--- src/rtl/fifo_pair_pkg.sv ---
package fifo_pair_pkg;
  localparam int unsigned DEPTH_DEF    = 16;
  localparam int unsigned DATA_W_DEF   = 8;
  localparam int unsigned THR_W_DEF    = 4;
  localparam int unsigned FLUSH_CYC_DEF = 4;

  typedef struct packed {
    logic empty;
    logic near;
    logic full;
  } lvl_flags_t;
endpackage

--- src/rtl/fifo_flush_seq.sv ---
module fifo_flush_seq #(
  parameter int unsigned FLUSH_CYC = 4
) (
  input  logic clk_i,
  input  logic rst_ni,
  input  logic req_i,
  output logic start_o,
  output logic busy_o
);
  localparam int unsigned CNT_W = $clog2(FLUSH_CYC + 1);

  logic [CNT_W-1:0] cnt_q;
  logic             busy_q;

  assign start_o = req_i & ~busy_q;
  assign busy_o  = busy_q;

  always_ff @(posedge clk_i or negedge rst_ni) begin
    if (!rst_ni) begin
      busy_q <= 1'b0;
      cnt_q  <= '0;
    end else if (start_o) begin
      busy_q <= 1'b1;
      cnt_q  <= CNT_W'(FLUSH_CYC - 1);
    end else if (busy_q) begin
      if (cnt_q == '0) busy_q <= 1'b0;
      else             cnt_q  <= cnt_q - 1'b1;
    end
  end

  // the busy window never collapses to a single cycle
  a_r8_busy_holds: assert property (@(posedge clk_i) disable iff (!rst_ni)
    $rose(busy_q) |=> busy_q);
  // a request while busy does not restart the sequence
  a_r8_no_restart: assert property (@(posedge clk_i) disable iff (!rst_ni)
    busy_q |-> !start_o);
endmodule

--- src/rtl/fifo_core.sv ---
module fifo_core #(
  parameter int unsigned DEPTH  = 16,
  parameter int unsigned DATA_W = 8,
  localparam int unsigned PTR_W = $clog2(DEPTH),
  localparam int unsigned LVL_W = PTR_W + 1
) (
  input  logic              clk_i,
  input  logic              rst_ni,
  input  logic              clear_i,
  input  logic              hold_i,
  input  logic              wr_i,
  input  logic [DATA_W-1:0] wdata_i,
  input  logic              rd_i,
  output logic [DATA_W-1:0] rdata_o,
  output logic [LVL_W-1:0]  level_o,
  output logic              drop_o
);
  logic [DATA_W-1:0] mem_q [DEPTH];
  logic [PTR_W-1:0]  wptr_q, rptr_q;
  logic [LVL_W-1:0]  lvl_q;
  logic              full, empty, frozen, push_ok, pop_ok;

  assign full    = (lvl_q == LVL_W'(DEPTH));
  assign empty   = (lvl_q == '0);
  assign frozen  = hold_i | clear_i;
  assign push_ok = wr_i & ~full & ~frozen;
  assign pop_ok  = rd_i & ~empty & ~frozen;
  assign drop_o  = wr_i & full & ~frozen;

  always_ff @(posedge clk_i) begin
    if (push_ok) mem_q[wptr_q] <= wdata_i;
  end

  always_ff @(posedge clk_i or negedge rst_ni) begin
    if (!rst_ni) begin
      wptr_q <= '0;
      rptr_q <= '0;
      lvl_q  <= '0;
    end else if (clear_i) begin
      wptr_q <= '0;
      rptr_q <= '0;
      lvl_q  <= '0;
    end else begin
      if (push_ok) wptr_q <= wptr_q + 1'b1;
      if (pop_ok)  rptr_q <= rptr_q + 1'b1;
      case ({push_ok, pop_ok})
        2'b10:   lvl_q <= lvl_q + 1'b1;
        2'b01:   lvl_q <= lvl_q - 1'b1;
        default: lvl_q <= lvl_q;
      endcase
    end
  end

  assign rdata_o = empty ? '0 : mem_q[rptr_q];
  assign level_o = lvl_q;

  // level bounded by depth
  a_r3_no_overflow: assert property (@(posedge clk_i) disable iff (!rst_ni)
    lvl_q <= LVL_W'(DEPTH));
  // queue stays empty through the flush window
  a_r9_frozen_empty: assert property (@(posedge clk_i) disable iff (!rst_ni)
    hold_i |=> lvl_q == '0);
  // pop from empty leaves it empty
  a_r10_pop_empty: assert property (@(posedge clk_i) disable iff (!rst_ni)
    (rd_i && !wr_i && lvl_q == '0) |=> lvl_q == '0);
endmodule

--- src/rtl/fifo_level_flags.sv ---
module fifo_level_flags
  import fifo_pair_pkg::*;
#(
  parameter int unsigned DEPTH     = 16,
  parameter int unsigned THR_W     = 4,
  parameter bit          NEAR_FULL = 1'b0,
  localparam int unsigned LVL_W    = $clog2(DEPTH) + 1
) (
  input  logic             clk_i,
  input  logic             rst_ni,
  input  logic [LVL_W-1:0] level_i,
  input  logic [THR_W-1:0] thr_i,
  output lvl_flags_t       flags_o
);
  logic [LVL_W-1:0] thr_ext;
  assign thr_ext = LVL_W'(thr_i);

  assign flags_o.empty = (level_i == '0);
  assign flags_o.full  = (level_i == LVL_W'(DEPTH));

  generate
    if (NEAR_FULL) begin : g_near_full
      assign flags_o.near = (level_i >= thr_ext);
    end else begin : g_near_empty
      assign flags_o.near = (level_i <= thr_ext);
    end
  endgenerate

  // empty and full are exclusive
  a_r3_flags_excl: assert property (@(posedge clk_i) disable iff (!rst_ni)
    $onehot0({flags_o.empty, flags_o.full}));
endmodule

--- src/rtl/fifo_ovr_flag.sv ---
module fifo_ovr_flag (
  input  logic clk_i,
  input  logic rst_ni,
  input  logic set_i,
  input  logic clr_i,
  output logic flag_o
);
  logic flag_q;

  always_ff @(posedge clk_i or negedge rst_ni) begin
    if (!rst_ni)    flag_q <= 1'b0;
    else if (set_i) flag_q <= 1'b1;
    else if (clr_i) flag_q <= 1'b0;
  end

  assign flag_o = flag_q;

  // sticky without a clear
  a_r6_ovr_sticky: assert property (@(posedge clk_i) disable iff (!rst_ni)
    (flag_q && !clr_i) |=> flag_q);
  // set wins over clear
  a_r7_set_wins: assert property (@(posedge clk_i) disable iff (!rst_ni)
    set_i |=> flag_q);
endmodule

--- src/rtl/fifo_pair.sv ---
module fifo_pair
  import fifo_pair_pkg::*;
#(
  parameter int unsigned DEPTH     = DEPTH_DEF,
  parameter int unsigned DATA_W    = DATA_W_DEF,
  parameter int unsigned THR_W     = THR_W_DEF,
  parameter int unsigned FLUSH_CYC = FLUSH_CYC_DEF,
  localparam int unsigned LVL_W    = $clog2(DEPTH) + 1
) (
  input  logic              clk_i,
  input  logic              rst_ni,
  input  logic [THR_W-1:0]  tx_thr_i,
  input  logic [THR_W-1:0]  rx_thr_i,
  input  logic              tx_flush_i,
  input  logic              rx_flush_i,
  output logic              tx_flush_busy_o,
  output logic              rx_flush_busy_o,
  input  logic              tx_wr_i,
  input  logic [DATA_W-1:0] tx_wdata_i,
  input  logic              tx_rd_i,
  output logic [DATA_W-1:0] tx_rdata_o,
  input  logic              rx_wr_i,
  input  logic [DATA_W-1:0] rx_wdata_i,
  input  logic              rx_rd_i,
  output logic [DATA_W-1:0] rx_rdata_o,
  output logic [LVL_W-1:0]  tx_level_o,
  output logic [LVL_W-1:0]  rx_level_o,
  output logic              tx_empty_o,
  output logic              tx_near_empty_o,
  output logic              tx_full_o,
  output logic              rx_empty_o,
  output logic              rx_near_full_o,
  output logic              rx_full_o,
  output logic              tx_ovr_o,
  input  logic              tx_ovr_clr_i
);
  logic       tx_start, rx_start, tx_drop, rx_drop_unused;
  lvl_flags_t tx_flags, rx_flags;

  // Per-direction flush sequencer and storage
  fifo_flush_seq #(.FLUSH_CYC(FLUSH_CYC)) u_tx_flush (
    .clk_i, .rst_ni, .req_i(tx_flush_i), .start_o(tx_start), .busy_o(tx_flush_busy_o));
  fifo_flush_seq #(.FLUSH_CYC(FLUSH_CYC)) u_rx_flush (
    .clk_i, .rst_ni, .req_i(rx_flush_i), .start_o(rx_start), .busy_o(rx_flush_busy_o));

  fifo_core #(.DEPTH(DEPTH), .DATA_W(DATA_W)) u_tx_core (
    .clk_i, .rst_ni, .clear_i(tx_start), .hold_i(tx_flush_busy_o),
    .wr_i(tx_wr_i), .wdata_i(tx_wdata_i), .rd_i(tx_rd_i), .rdata_o(tx_rdata_o),
    .level_o(tx_level_o), .drop_o(tx_drop));
  fifo_core #(.DEPTH(DEPTH), .DATA_W(DATA_W)) u_rx_core (
    .clk_i, .rst_ni, .clear_i(rx_start), .hold_i(rx_flush_busy_o),
    .wr_i(rx_wr_i), .wdata_i(rx_wdata_i), .rd_i(rx_rd_i), .rdata_o(rx_rdata_o),
    .level_o(rx_level_o), .drop_o(rx_drop_unused));

  fifo_level_flags #(.DEPTH(DEPTH), .THR_W(THR_W), .NEAR_FULL(1'b0)) u_tx_flags (
    .clk_i, .rst_ni, .level_i(tx_level_o), .thr_i(tx_thr_i), .flags_o(tx_flags));
  fifo_level_flags #(.DEPTH(DEPTH), .THR_W(THR_W), .NEAR_FULL(1'b1)) u_rx_flags (
    .clk_i, .rst_ni, .level_i(rx_level_o), .thr_i(rx_thr_i), .flags_o(rx_flags));

  fifo_ovr_flag u_tx_ovr (
    .clk_i, .rst_ni, .set_i(tx_drop), .clr_i(tx_ovr_clr_i), .flag_o(tx_ovr_o));

  assign tx_empty_o      = tx_flags.empty;
  assign tx_near_empty_o = tx_flags.near;
  assign tx_full_o       = tx_flags.full;
  assign rx_empty_o      = rx_flags.empty;
  assign rx_near_full_o  = rx_flags.near;
  assign rx_full_o       = rx_flags.full;

  // the receive queue has no overrun path; a drop there is observable only as a held level
  a_r11_rx_drop_level: assert property (@(posedge clk_i) disable iff (!rst_ni)
    (rx_drop_unused && !rx_rd_i) |=> rx_level_o == LVL_W'(DEPTH));
  // a transmit flush does not disturb the receive level
  a_r12_tx_flush_isolated: assert property (@(posedge clk_i) disable iff (!rst_ni)
    (tx_start && !rx_start && !rx_flush_busy_o && !rx_wr_i && !rx_rd_i) |=> $stable(rx_level_o));
endmodule

--- config.mk ---
export PLATFORM = sky130hd
export DESIGN_NAME = fifo_pair
export DESIGN_NICKNAME = d
export VERILOG_FILES = /design/src/rtl/fifo_pair_pkg.sv /design/src/rtl/fifo_flush_seq.sv /design/src/rtl/fifo_core.sv /design/src/rtl/fifo_level_flags.sv /design/src/rtl/fifo_ovr_flag.sv /design/src/rtl/fifo_pair.sv
export SDC_FILE = /design/constraint.sdc
export NUM_CORES = 1
export LEC_CHECK = 0
export BUFFER_PORTS_ARGS = -buffer_cell sky130_fd_sc_hd__buf_4
export CORE_MARGIN = 4
export CORE_UTILIZATION = 40
export DETAILED_ROUTE_END_ITERATION = 16
export PLACE_DENSITY_LB_ADDON = 0.25
export SYNTH_ARGS = -nofsm -noshare
export SYNTH_HDL_FRONTEND = slang
export SYNTH_SLANG_ARGS = --single-unit
--- constraint.sdc ---
create_clock -name clk_i -period 3.2 [get_ports clk_i]
set_clock_uncertainty 0.2 [all_clocks]
set_input_delay 0.16 -clock clk_i [delete_from_list [all_inputs] [get_ports clk_i]]
set_output_delay 0.16 -clock clk_i [all_outputs]
set_load 0.02 [all_outputs]
==> results of run 1 <==
power by group through the flow:
stage / registers (mW) / clock network (mW) / logic [mW]
floorplan: 4.60 / 0 / 2.33
global placement: 4.59 / 0 / 3.42
detailed placement: 4.62 / 0 / 3.49
CTS: 4.54 / 3.56 / 3.54
global route: 4.58 / 3.74 / 3.83
finish: 4.55 / 3.48 / 3.50
cell families after synthesis:
kind of cell / count (synthesis)
adder cells (fa/ha/maj): 30
flip-flops: 291
AO/OA/AOI/OAI: 84
buffers and inverters: 78
AND/OR/NAND/NOR: 132
multiplexers: 91
XOR/XNOR: 8
Yosys cell counts (2+ instances only):
| cell | count |
|---|---|
| buf_1 | 6 |
| mux2i_1 | 26 |
| a221oi_1 | 2 |
| xnor2_1 | 2 |
| xor2_1 | 6 |
| buf_4 | 5 |
| nand4_1 | 4 |
| buf_6 | 3 |
| o21ai_0 | 14 |
| ha_1 | 30 |
| a21oi_1 | 10 |
| a211oi_1 | 33 |
| dfrtp_1 | 35 |
| nor3b_1 | 4 |
| and2_1 | 9 |
| or3_1 | 4 |
| nand2b_1 | 5 |
| mux4_2 | 64 |
| nand4b_1 | 2 |
| nand3_1 | 8 |
| buf_2 | 12 |
| nor2_1 | 31 |
| inv_1 | 37 |
| nor3b_2 | 2 |
| edfxtp_1 | 256 |
| nor3_1 | 4 |
| nand2_1 | 24 |
| nor2b_1 | 21 |
| o211ai_1 | 5 |
| a21o_1 | 4 |
| a31o_2 | 2 |
| a22oi_1 | 2 |
| clkbuf_1 | 14 |
| and3_1 | 3 |
| nor4_1 | 6 |
| o31ai_1 | 3 |
final timing paths:
kind	from	end	slack, ns	cells past startpoint
max	u_tx_core.level_o[1]$_DFFE_PN0P_	u_tx_core.level_o[4]$_DFFE_PN0P_	0.11	10
min	tx_wr_i	u_tx_core.wptr_q[0]$_DFFE_PN0P_	0.08	5
max reg2reg	u_tx_core.level_o[1]$_DFFE_PN0P_	u_tx_core.level_o[4]$_DFFE_PN0P_	0.11	10
min reg2reg	u_rx_flush.cnt_q[0]$_DFFE_PN0P_	u_rx_flush.cnt_q[0]$_DFFE_PN0P_	0.29	1
max in group asynchronous	rst_ni	u_tx_core.rptr_q[2]$_DFFE_PN0P_	2.14	4
min in group asynchronous	rst_ni	u_rx_core.level_o[4]$_DFFE_PN0P_	0.45	4
worst max-delay path: stages, from the launching register on:
cell and delay [ns]:
dfrtp_2 0.49, or4_4 0.56, o211ai_4 0.21, inv_2 0.06, ha_2 0.24, xor2_1 0.17
ha_1 0.22, a21o_1 0.20, a221oi_2 0.32, a21oi_1 0.12, a31o_2 0.22
state kept, by name, summed over array words and instances (netlist names):
| register | cells |
|---|---|
| u_rx_core.level_o | 5 |
| u_rx_core.mem_q | 128 |
| u_rx_core.rptr_q | 4 |
| u_rx_core.wptr_q | 4 |
| u_rx_flush.busy_o | 1 |
| u_rx_flush.cnt_q | 3 |
| u_tx_core.level_o | 5 |
| u_tx_core.mem_q | 128 |
| u_tx_core.rptr_q | 4 |
| u_tx_core.wptr_q | 4 |
| u_tx_flush.busy_o | 1 |
| u_tx_flush.cnt_q | 3 |
| u_tx_ovr.flag_o | 1 |
routing by layer:
| layer | routed length, um | GRT usage (%) | vias to the layer above |
|---|---|---|---|
| li1 | - | - | 3076 |
| met1 | 10600 | 19.7 | 3396 |
| met2 | 11800 | 23.7 | 180 |
| met3 | 1270 | 2.51 | 39 |
| met4 | 429 | 3.52 | 0 |
| met5 | 0 | 0 | - |
per-stage QoR:
stage | instances | util [%] | power [mW] | setup WS (ns) | area, um^2
floorplan | 714 | - | 6.93 | 0.00148 | 12400
global placement | 1179 | 44.3 | 8.02 | 0.143 | 13600
detailed placement | 1179 | 44.3 | 8.11 | 0.0426 | 13600
CTS | 1265 | 48.6 | 11.6 | 0.0177 | 14900
global route | 1266 | 48.7 | 12.2 | 0.0155 | 14900
finish | 1266 | 48.7 | 11.5 | 0.106 | 14900
area by class of cell:
type	count	area share, %
Sequential cell	291	57.5
Multi-Input combinational cell	345	23.6
Clock buffer	37	5.36
Clock inverter	20	1.37
Tap cell	396	3.33
Timing Repair Buffer	139	7.81
Inverter	38	0.958
repair_timing:
action                     CTS  global route
hold endpoints to repair   320             0
resized for setup            0             4
buffers inserted             0             1
setup endpoints to repair    0             5
hold buffers                29             0
==> run_results.csv, run 1 <==
group,metric,value,unit
layout,layout_commonest_cell,"edfxtp_1",
worst_setup_path,arrival,3.33,ns
place,hpwl,16600,um
global_routing,grt_pass1_wl,38700,um
yosys,ys_async_sr_fraction,12.0,%
pwr,p_comb_share,30.4,%
clock_network,clk_latency,0.54,ns
pwr,switchingPower,3.47,mW
pwr,pwr_density_cell,774,mW/mm^2
sta,slew_headroom,44.1,%
yosys,synth_area_leaders,"edfxtp_1 (62%), mux4_2 (12%), dfrtp_1 (7.1%), ha_1 (3.0%), mux2i_1 (2.1%)",
global_routing,grt_pass1_vias,7321,
floorplan,fp.dieH,184,um
clock_network,cts_tree,"built",
clock_network,cts_made_buffers,31,
yosys,syn_inst,714,
sta,clock.fmax,323,MHz
place,portBuffers,67,
clock_network,h-tree-depth,1,
sta,holdWs,0.0801,ns
clock_network,cts.sinks,291,
sta,tightest_slew,0.839,ns
pwr,swShare,30.1,%
layout,nNetsFinal,909,
yosys,synthDistinctLibCells,52,
place,place.gp.congestion,0.811,
yosys,synth_fa_ha_area_share,3.03,%
pwr,ir_worst_vdd,515,uV
run_status,status,"finished clean",
run,maxCapViolCount,0,
worst_setup_path,worstSetupStartpointType,"flip-flop",
yosys,synth_warnings,0,
layout,seqCellArea,0.00857,mm^2
worst_setup_path,critPathMaxFanout,10,
layout,final_cell_mix,"edfxtp_1 (256), buf_4 (107), mux4_2 (64), inv_1 (36), a211oi_1 (33)",
pwr,clockPowerShare,30.2,%
yosys,synth_top_family_by_area,"multiplexers",
detailed_routing,wire_per_inst,19.0,um
yosys,syn_nets,777,
sta,rsz0062_at_grt,"no",
sta,period_minus_slack,3.09,ns
yosys,synth_compound_area_share,4.91,%
layout,syn2layout_area_growth,20.2,%
yosys,synthFlopType,"edfxtp_1",
layout,drive_gt1_share,27.5,%
floorplan,rows,64,
detailed_routing,viasPerCell,5.29,
detailed_routing,vias,6691,
yosys,synth_top_cell_by_area,"edfxtp_1",
detailed_routing,drt-total-wl,24100,um
sta,hold_viol_final,0,
yosys,syn_avg_cell_area,17.4,um^2
yosys,synthMuxAreaShare,13.8,%
sta,drv_slew,0,
detailed_routing,drc,0,
yosys,synth-simple-area-share,5.74,%
layout,multi_input_area,0.00352,mm^2
global_routing,grt_use_total,14.3,%
yosys,synth_top_cell_area_share,62.0,%
yosys,synthesis.area,0.0124,mm^2
worst_setup_path,end_kind,"flip-flop",
clock_network,clockRootBuffer,"clkbuf_16",
floorplan,dieArea,0.0339,mm^2
pwr,leakage,5.21,nW
clock_network,clk_path_buf_depth,3,
floorplan,core_area,0.0306,mm^2
detailed_routing,antenna_left,0,
detailed_routing,drtIter0Drc,380,
yosys,synth.ff_latch_count,291,
min_path,hold_path_class,"in2reg",
clock_network,clk_pin_slew,0.06,ns
global_routing,antenna_found_initial,0,
global_routing,grt_overflow,0,
global_routing,grt_max_degree,37,
yosys,synthXorXnorAreaFrac,0.566,%
layout,diodes,0,
yosys,yosysSeqAreaShare,69.1,%
yosys,synth_edf_count,256,
pwr,intPower,8.06,mW
worst_setup_path,critical_path_class,"reg2reg",
sta,min_period_over_period,96.7,%
detailed_routing,drt_pass1_iterations,5,
sta,finalSetupViolCount,0,
floorplan,die_w,184,um
pwr,pwr-share-seq,39.5,%
sta,tns,0,ns
floorplan,initial_core_util,40.5,%
worst_setup_path,required,3.43,ns
floorplan,boundaryPins,68,
layout,fillers,2558,
Power figures use the tool's default switching activity.
==> inputs of run 2 (changes only) <==
- SETUP_SLACK_MARGIN: unset -> 0.15
==> run 2 against run 1 <==
Net effect: combinational power increased by 5%; first-iteration DRC count increased by 29%; final area increased by 0.64%; sequential power increased by 1%; clock power decreased by 6.6%; global-route usage increased by 0.73 points; worst hold slack improved by 0.18 ns; final cell count increased by 0.79%; clock-buffer cell count increased by 8; register-to-register slack improved by 0.15 ns; sequential share of layout area decreased by 0.32 points; flip-flop and latch count unchanged; critical path type is now reg2out; highest routed layer unchanged.
==> run_results.csv, run 2 (same netlist as run 1, synthesis figures left out) <==
group,metric,value,unit
detailed_routing,antenna_left,0,
worst_setup_path,crit_end,"tx_rdata_o[2]",
clock_network,clk_path_buf_depth,3,
run,maxCapViolCount,0,
sta,slew_headroom,20.1,%
detailed_routing,vias,6845,
sta,clock.fmax,340,MHz
clock_network,h-tree-depth,1,
layout,reg_top3,"u_rx_core.mem_q (128), u_tx_core.mem_q (128)",
global_routing,grt_use_total,15.0,%
layout,layout_commonest_cell,"edfxtp_1",
clock_network,clockRootBuffer,"clkbuf_16",
pwr,leakage,5.25,nW
sta,period_minus_slack,2.94,ns
detailed_routing,drc,0,
layout,diodes,0,
global_routing,grt_overflow,0,
worst_setup_path,critPathLaunch,"u_tx_core.rptr_q[2]$_DFFE_PN0P_",
min_path,hold_path_class,"reg2reg",
pwr,ir_worst_vdd,440,uV
sta,tightest_slew,1.20,ns
floorplan,die_w,184,um
layout,final_cell_mix,"edfxtp_1 (256), buf_4 (115), mux4_2 (64), inv_1 (35), clkbuf_16 (32)",
sta,finalSetupViolCount,0,
worst_setup_path,critPathMaxFanout,27,
floorplan,core_area,0.0306,mm^2
worst_setup_path,worstSetupStartpointType,"flip-flop",
layout,drive_gt1_share,29.0,%
floorplan,rows,64,
clock_network,cts.sinks,291,
layout,instances_no_fill,1276,
sta,drv_slew,0,
worst_setup_path,required,2.84,ns
worst_setup_path,end_kind,"output port",
clock_network,cts_tree,"built",
sta,min_period_over_period,91.9,%
floorplan,dieArea,0.0339,mm^2
detailed_routing,drt-total-wl,25300,um
clock_network,clk_pin_slew,0.06,ns
floorplan,fp.dieH,184,um
layout,syn2layout_area_growth,21.0,%
floorplan,boundaryPins,68,
clock_network,clk_latency,0.54,ns
place,portBuffers,67,
run_status,status,"finished clean",
worst_setup_path,r2r_start,"u_tx_core.level_o[0]$_DFFE_PN0P_",
detailed_routing,drtIter0Drc,490,
worst_setup_path,ff2ff_path_depth,10,
floorplan,initial_core_util,40.5,%
detailed_routing,wire_per_inst,19.8,um
place,hpwl,16700,um
worst_setup_path,critical_path_class,"reg2out",
sta,hold_viol_final,0,
worst_setup_path,worstReg2RegEnd,"u_tx_core.level_o[2]$_DFFE_PN0P_",
worst_setup_path,arrival,2.58,ns
layout,nNetsFinal,920,
global_routing,grt_max_degree,37,
detailed_routing,drt_pass1_iterations,5,
sta,tns,0,ns
global_routing,antenna_found_initial,0,
sta,rsz0062_at_grt,"yes",
detailed_routing,viasPerCell,5.36,
clock_network,cts_made_buffers,31,
global_routing,grt_pass1_vias,7187,
place,place.gp.congestion,0.784,
place,dpl.cell_count,1174,
global_routing,grt_pass1_wl,40600,um
worst_setup_path,r2r_slack,0.26,ns
pwr,pwr_density_cell,769,mW/mm^2
run 2: final cells by class:
| class | instances | area, um^2 |
|---|---|---|
| clock buffer | 45 | 828 |
| clock inverter | 11 | 83.8 |
| sequential | 291 | 8580 |
| timing repair buffer | 150 | 1280 |
| multi-input combinational | 345 | 3580 |
| tap | 396 | 495 |
| fill | 2556 | 15600 |
| inverter | 38 | 143 |
run 2: power breakdown:
group	switching [mW]	total [mW]	internal, mW
Clock	1.38	3.25	1.87
Combinational	1.89	3.67	1.77
Sequential	0.286	4.61	4.32
Total	3.56	11.5	7.96
run 2: per-stage QoR:
stage	utilization [%]	power [mW]	instance area (um^2)	hold slack [ns]	worst slack, ns
2_1_floorplan	-	6.95	12500	-0.336	0.0271
3_3_place_gp	44.3	8.04	13600	-0.0528	0.285
3_5_place_dp	44.3	8.15	13600	-0.0469	0.139
4_1_cts	48.5	11.5	14800	0.249	0.166
5_1_grt	49.0	12.1	15000	0.269	0.147
6_report	49.0	11.5	15000	0.264	0.259
run 2: what timing repair did:
| item | 4_1_cts | 5_1_grt |
|---|---|---|
| hold buffers | 30 | 0 |
| resized for setup | 6 | 10 |
| setup buffers | 2 | 13 |
| hold endpoints to repair | 319 | 0 |
| endpoints found under the setup margin | 8 | 6 |
| gates cloned | 0 | 1 |
| pin swaps | 2 | 2 |
run 2: per-layer routing:
metal	GRT usage (%)	wire length, um	vias up	part of all wire, %
met1	21.3	11400	3537	45
met2	24.7	12300	161	49
met5	0	0	-	0
met3	2.41	1140	37	4.5
li1	-	-	3110	-
met4	3.31	456	0	1.8
run 2: worst max-delay path, cell delays in order, from the launching register on:
cell and delay (ns):
dfrtp_1 1.13, mux2i_1 0.20, a211oi_1 0.47, buf_4 0.23
run 2: worst min path at each step:
stage | from | to | slack [ns] | cells after the start
after floorplan | rst_ni | u_rx_core.level_o[0]$_DFFE_PN0P_ | -0.34 | 0
after global placement | rst_ni | u_rx_core.wptr_q[1]$_DFFE_PN0P_ | -0.05 | 1
after detailed placement | rst_ni | u_rx_core.wptr_q[1]$_DFFE_PN0P_ | -0.05 | 1
after CTS | rx_wdata_i[7] | u_rx_core.mem_q[12][7]$_DFFE_PP_ | 0.25 | 2
after global routing | rx_wdata_i[6] | u_rx_core.mem_q[7][6]$_DFFE_PP_ | 0.27 | 2
final | u_rx_flush.cnt_q[0]$_DFFE_PN0P_ | u_rx_flush.cnt_q[0]$_DFFE_PN0P_ | 0.26 | 1
